`src/rtl/ext_imm_pkg.sv`:
```
package ext_imm_pkg;
  // Strobes from the control to the datapath
  typedef struct packed {
    logic loadNew;    // first prefix: sign-extended load
    logic shiftAcc;   // chained prefix: shift and append
    logic consumeNow; // valid consuming non-prefix instruction
  } ctrlStrobes_t;
endpackage

```
`src/rtl/ext_imm_ctrl.sv`:
```
module ext_imm_ctrl
  import ext_imm_pkg::*;
#(
  parameter int TAG_W = 2,
  parameter logic [TAG_W-1:0] PREFIX_TAG = 2'b01
) (
  input  logic             clk,
  input  logic             rst,
  input  logic             instrValid,
  input  logic [TAG_W-1:0] instrTag,
  input  logic             useImm,
  output ctrlStrobes_t     strobes,
  output logic             extFlag
);
  logic isPrefix;
  logic flagQ;

  assign isPrefix = (instrTag == PREFIX_TAG);

  always_ff @(posedge clk) begin
    if (rst) begin
      flagQ <= 1'b0;
    end else if (instrValid) begin
      flagQ <= isPrefix;
    end
  end

  always_comb begin
    strobes.loadNew    = instrValid && isPrefix && !flagQ;
    strobes.shiftAcc   = instrValid && isPrefix && flagQ;
    strobes.consumeNow = instrValid && !isPrefix && useImm;
  end

  assign extFlag = flagQ;
endmodule

```
`src/rtl/ext_imm_datapath.sv`:
```
module ext_imm_datapath
  import ext_imm_pkg::*;
#(
  parameter int CONST_W  = 14,
  parameter int EXT_W    = 32,
  parameter int NARROW_W = 3,
  parameter int WIDE_W   = 4
) (
  input  logic               clk,
  input  logic               rst,
  input  ctrlStrobes_t       strobes,
  input  logic               extFlag,
  input  logic [CONST_W-1:0] prefixConst,
  input  logic [WIDE_W-1:0]  immField,
  input  logic               immWide,
  output logic [EXT_W-1:0]   extReg,
  output logic [EXT_W-1:0]   operand
);
  localparam int PAD_W = EXT_W - CONST_W;

  logic [EXT_W-1:0] accQ;
  logic [EXT_W-1:0] firstLoad;
  logic [EXT_W-1:0] chainLoad;
  logic [EXT_W-1:0] narrowSext, wideSext, narrowCat, wideCat;
  logic [EXT_W-1:0] formed;

  assign firstLoad = {{PAD_W{prefixConst[CONST_W-1]}}, prefixConst};

  // The shift variant depends on whether a slice fills the register
  generate
    if (CONST_W < EXT_W) begin : g_shift
      assign chainLoad = {accQ[EXT_W-CONST_W-1:0], prefixConst};
    end else begin : g_replace
      assign chainLoad = prefixConst[EXT_W-1:0];
    end
  endgenerate

  always_ff @(posedge clk) begin
    if (rst) begin
      accQ <= '0;
    end else if (strobes.loadNew) begin
      accQ <= firstLoad;
    end else if (strobes.shiftAcc) begin
      accQ <= chainLoad;
    end
  end

  assign narrowSext = {{(EXT_W-NARROW_W){immField[NARROW_W-1]}}, immField[NARROW_W-1:0]};
  assign wideSext   = {{(EXT_W-WIDE_W){immField[WIDE_W-1]}}, immField};
  assign narrowCat  = (accQ << NARROW_W) | {{(EXT_W-NARROW_W){1'b0}}, immField[NARROW_W-1:0]};
  assign wideCat    = (accQ << WIDE_W) | {{(EXT_W-WIDE_W){1'b0}}, immField};

  always_comb begin
    case ({extFlag, immWide})
      2'b00:   formed = narrowSext;
      2'b01:   formed = wideSext;
      2'b10:   formed = narrowCat;
      default: formed = wideCat;
    endcase
    operand = strobes.consumeNow ? formed : '0;
  end

  assign extReg = accQ;
endmodule

```
`src/rtl/ext_imm_builder.sv`:
```
module ext_imm_builder
  import ext_imm_pkg::*;
#(
  parameter int INSTR_W  = 16,
  parameter int TAG_W    = 2,
  parameter int EXT_W    = 32,
  parameter int NARROW_W = 3,
  parameter int WIDE_W   = 4
) (
  input  logic               clk,
  input  logic               rst,
  input  logic               instrValid,
  input  logic [INSTR_W-1:0] instrWord,
  input  logic               useImm,
  input  logic [WIDE_W-1:0]  immField,
  input  logic               immWide,
  output logic [EXT_W-1:0]   operand,
  output logic               extFlag,
  output logic [EXT_W-1:0]   extReg
);
  localparam int CONST_W = INSTR_W - TAG_W;

  ctrlStrobes_t strobes;

  ext_imm_ctrl #(
    .TAG_W(TAG_W),
    .PREFIX_TAG(TAG_W'(1))
  ) u_ctrl (
    .clk(clk),
    .rst(rst),
    .instrValid(instrValid),
    .instrTag(instrWord[INSTR_W-1:CONST_W]),
    .useImm(useImm),
    .strobes(strobes),
    .extFlag(extFlag)
  );

  ext_imm_datapath #(
    .CONST_W(CONST_W),
    .EXT_W(EXT_W),
    .NARROW_W(NARROW_W),
    .WIDE_W(WIDE_W)
  ) u_dp (
    .clk(clk),
    .rst(rst),
    .strobes(strobes),
    .extFlag(extFlag),
    .prefixConst(instrWord[CONST_W-1:0]),
    .immField(immField),
    .immWide(immWide),
    .extReg(extReg),
    .operand(operand)
  );
endmodule

```
`config.mk`:
```
export PLATFORM = sky130hd
export DESIGN_NAME = ext_imm_builder
export DESIGN_NICKNAME = d
export VERILOG_FILES = /design/src/rtl/ext_imm_pkg.sv /design/src/rtl/ext_imm_ctrl.sv /design/src/rtl/ext_imm_datapath.sv /design/src/rtl/ext_imm_builder.sv
export SDC_FILE = /design/constraint.sdc
export NUM_CORES = 1
export LEC_CHECK = 0
export ABC_AREA = 1
export BUFFER_PORTS_ARGS = -buffer_cell sky130_fd_sc_hd__clkbuf_2
export CORE_MARGIN = 2
export CORE_UTILIZATION = 42
export DETAILED_ROUTE_END_ITERATION = 8
export GPL_TIMING_DRIVEN = 0
export PLACE_DENSITY = 0.8
export SLEW_MARGIN = 20
export SYNTH_ARGS = -nofsm -noshare
export SYNTH_HDL_FRONTEND = slang
export SYNTH_HIERARCHICAL = 1
export SYNTH_SLANG_ARGS = --single-unit
```
`constraint.sdc`:
```
create_clock -name clk -period 1.2 [get_ports clk]
set_input_delay 0.06 -clock clk [delete_from_list [all_inputs] [get_ports clk]]
set_output_delay 0.06 -clock clk [all_outputs]
set_load 0.02 [all_outputs]
```
==> flow_metrics.py <==
metrics = {
    "run_status": {
        "outcome": "finished, violations left",
        "violations": "negative setup slack",
    },
    "die": {
        "ios": 90,
        "die_area_sq_mm": 0.005196,
        "coreArea_sq_mm": 0.004414,
        "die_x_um": 72.09,
        "rows": 24,
        "start_util_pct": 44.10,
        "die_h_um": 72.09,
    },
    "cells_and_area": {
        "ff_latch_area_sq_um": 664.4,
        "final_cell_mix": "clkbuf_2 (60), nand2_1 (43), nand3_1 (34), o21ai_0 (34), dfxtp_1 (32)",
        "fin_area_sq_mm": 0.003395,
        "fill_cells": 304,
        "n_antenna_cell": 0,
        "nNetsFinal": 453,
        "fin_util_pct": 76.90,
        "syn_to_final_growth_pct": 74.36,
        "multi_input_area_sq_mm": 0.001330,
        "layout_commonest_cell": "clkbuf_2",
        "layout-drive-gt1-share_pct": 48.02,
    },
    "critical_path": {
        "cp_common_cell": "buf_6",
        "start_kind": "register",
        "r2r_setup_slack_ns": -0.28,
        "slowest_delay_ns": 0.40,
        "path_cells": "buf_6, buf_6, o21ai_1, a21oi_2, clkbuf_8",
        "path_buf_inv": 3,
        "crit_cells": 5,
        "crit_family": "buffers and inverters",
        "required_ns": 1.14,
        "critPathMaxFanout": 10,
        "r2r_end": "u_dp/extReg[22]",
        "setup.worst_path.end": "operand[22]",
        "critPathLaunch": "u_ctrl/extFlag",
        "reg2reg_depth": 9,
        "r2r-start": "u_ctrl/extFlag",
        "cp_slowest_cell": "dfxtp_4",
        "crit_type": "reg2out",
        "cp.arrival_ns": 1.43,
        "end_kind": "primary output",
    },
    "global_route": {
        "overflow": 0,
        "grt_pass1_wl_mm": 11.67,
        "grt_antenna_before_repair": 0,
        "grt_pass1_vias": 2424,
        "grt.total_usage_pct": 28.89,
        "grt_start_max_net_pins": 11,
    },
    "sta": {
        "setup_ws_ns": -0.2888,
        "setup_violations": 61,
        "finalCriticalPeriod_ns": 1.489,
        "skew_ns": 0.006171,
        "fmax_mhz": 671.7,
        "tightest_slew_ns": 0.4907,
        "hold_viol": 0,
        "rsz0062_at_grt": "true",
        "final-max-slew-violation-count": 0,
        "fin_crit_sh_pct": 124.1,
        "slew_headroom_pct": 67.29,
        "setup_tns_ns": -14.38,
    },
    "run": {
        "cap_violations": 0,
    },
    "drt": {
        "num_vias": 2778,
        "met3WireLength_um": 778,
        "wl_per_cell_um": 16.77,
        "highest_layer": "met4",
        "vias_per_cell": 5.775,
        "drt-pass1-iter-count": 5,
        "drt-total-wl_mm": 8.066,
        "drcViolationCount": 0,
        "antenna_left": 0,
        "routedLengthMet1_mm": 3.011,
        "met2_length_mm": 3.957,
        "drt_iter0_markers": 308,
    },
    "power_and_ir_drop": {
        "p_sw_share_pct": 33.06,
        "clkPwrFrac_pct": 31.5,
        "seq_power_share_pct": 38.3,
        "p_int_mw": 2.151,
        "total_power_mw": 3.213,
        "p_leak_nw": 1.661,
        "powerDensity_mw_per_mm2": 946.6,
        "ir_worst_vdd_uv": 597.5,
        "pwr-share-comb_pct": 30.2,
        "p_switching_mw": 1.062,
    },
    "logic_synthesis": {
        "syn-num-nets": 335,
        "synth-seq-area-share_pct": 33.93,
        "synthDistinctLibCells": 18,
        "syn-cell-area_sq_mm": 0.001947,
        "synthCells": 310,
        "yosys_warnings": 6,
        "syn_area_per_cell_sq_um": 6.280,
        "synth-seq-cells": 33,
    },
    "cts": {
        "path_clk_slew_ns": 0.07,
        "cts_buffers": 5,
        "cts_root_buffer": "clkbuf_8",
        "clkSinkCount": 33,
        "postCtsHoldBufs": 0,
        "clock_path_buffers": 2,
        "cts_tree": "yes",
        "clkLatencyLatePin_ns": 0.29,
        "h-tree-depth": 2,
    },
    "worst_hold_path": {
        "hp-class": "in2reg",
    },
    "placement": {
        "port_buffers": 89,
        "post-dp-hpwl_mm": 4.604,
        "dpl-instance-area_sq_mm": 0.002509,
        "detailedPlace.worstSlack_ns": -0.2240,
        "place_congestion": 1.006,
    },
}
## sequential cells by signal (all words and copies together) (netlist names)
name,count
u_dp/extReg,32
u_ctrl/extFlag,1
## worst reg2reg max path, delay by kind of cell, from the launching register on
family | cells | cell delay, ns
buffers and inverters | 4 | 0.49
flip-flops | 1 | 0.38
AND/OR/NAND/NOR | 5 | 0.55
## worst min path at each step
stage	endpoint	cells after the start	slack (ns)	from
5_1_grt	u_dp/extReg[5]	3	0.03	instrWord[5]
3_5_place_dp	u_dp/extReg[5]	3	0.32	instrWord[5]
6_report	u_dp/extReg[8]	3	0.02	instrWord[8]
3_3_place_gp	u_dp/extReg[9]	3	0.31	instrWord[9]
4_1_cts	u_dp/extReg[5]	3	0.02	instrWord[5]
2_1_floorplan	u_ctrl/extFlag	2	0.20	instrWord[14]
## kinds of logic (layout without fill, tap and decap cells)
kind of cell           count (synthesis)  count (layout)  synth area share, %
buffers and inverters                 58             177                13.88
AO/OA/AOI/OAI                        103             103                26.61
AND/OR/NAND/NOR                      116             116                25.58
flip-flops                            33              33                33.93
## metrics by stage
step                      std cells  hold slack [ns]
after floorplan                 310           0.1985
after global placement          451           0.3084
after detailed placement        451           0.3183
after CTS                       480          0.01536
after global routing            481          0.03189
final                           481          0.02195
## timing repair
| item | CTS | global route |
|---|---|---|
| endpoints found under the setup margin | 62 | 64 |
| resized for setup | 116 | 76 |
| pin swaps | 6 | 10 |
| gates cloned | 6 | 1 |
| buffers inserted | 15 | 2 |
## power by group through the flow
stage / clock, mW / sequential [mW] / combinational [mW]
5_1_grt: 1.07 / 1.24 / 1.03
4_1_cts: 1.02 / 1.22 / 0.856
3_5_place_dp: 0 / 1.24 / 0.646
2_1_floorplan: 0 / 1.28 / 0.376
6_report: 1.01 / 1.23 / 0.970
3_3_place_gp: 0 / 1.24 / 0.633
## cell type report
class	instances	share of cell area, %
Clock buffer	8	3.281
Buffer	25	7.077
Sequential cell	33	19.57
Timing Repair Buffer	112	25.29
Multi-Input combinational cell	219	39.18
Inverter	32	3.686
Tap cell	52	1.917
## synth_stat cells
| cell | n | area share, % |
|---|---|---|
| buf_4 | 5 | 1.9 |
| buf_2 | 9 | 2.3 |
| o21ai_0 | 60 | 15 |
| o21ai_1 | 12 | 3.1 |
| o21bai_1 | 1 | 0.39 |
| nor2_1 | 32 | 6.2 |
| nand2_2 | 1 | 0.32 |
| inv_1 | 30 | 5.8 |
| buf_6 | 3 | 1.7 |
| a21oi_1 | 30 | 7.7 |
| nand2_1 | 44 | 8.5 |
| buf_1 | 1 | 0.19 |
| inv_2 | 2 | 0.39 |
| dfxtp_1 | 33 | 34 |
| nand3_1 | 37 | 9.5 |
| nor2_4 | 1 | 0.58 |
| nand3_2 | 1 | 0.51 |
| clkbuf_1 | 8 | 1.5 |
## layer usage
metal	vias up	track usage [%]
met5	-	0
met3	37	4.583
li1	1271	-
met2	190	48.42
met1	1280	35.95
met4	0	14.26
Note: power is estimated with default switching activity, not from simulation.
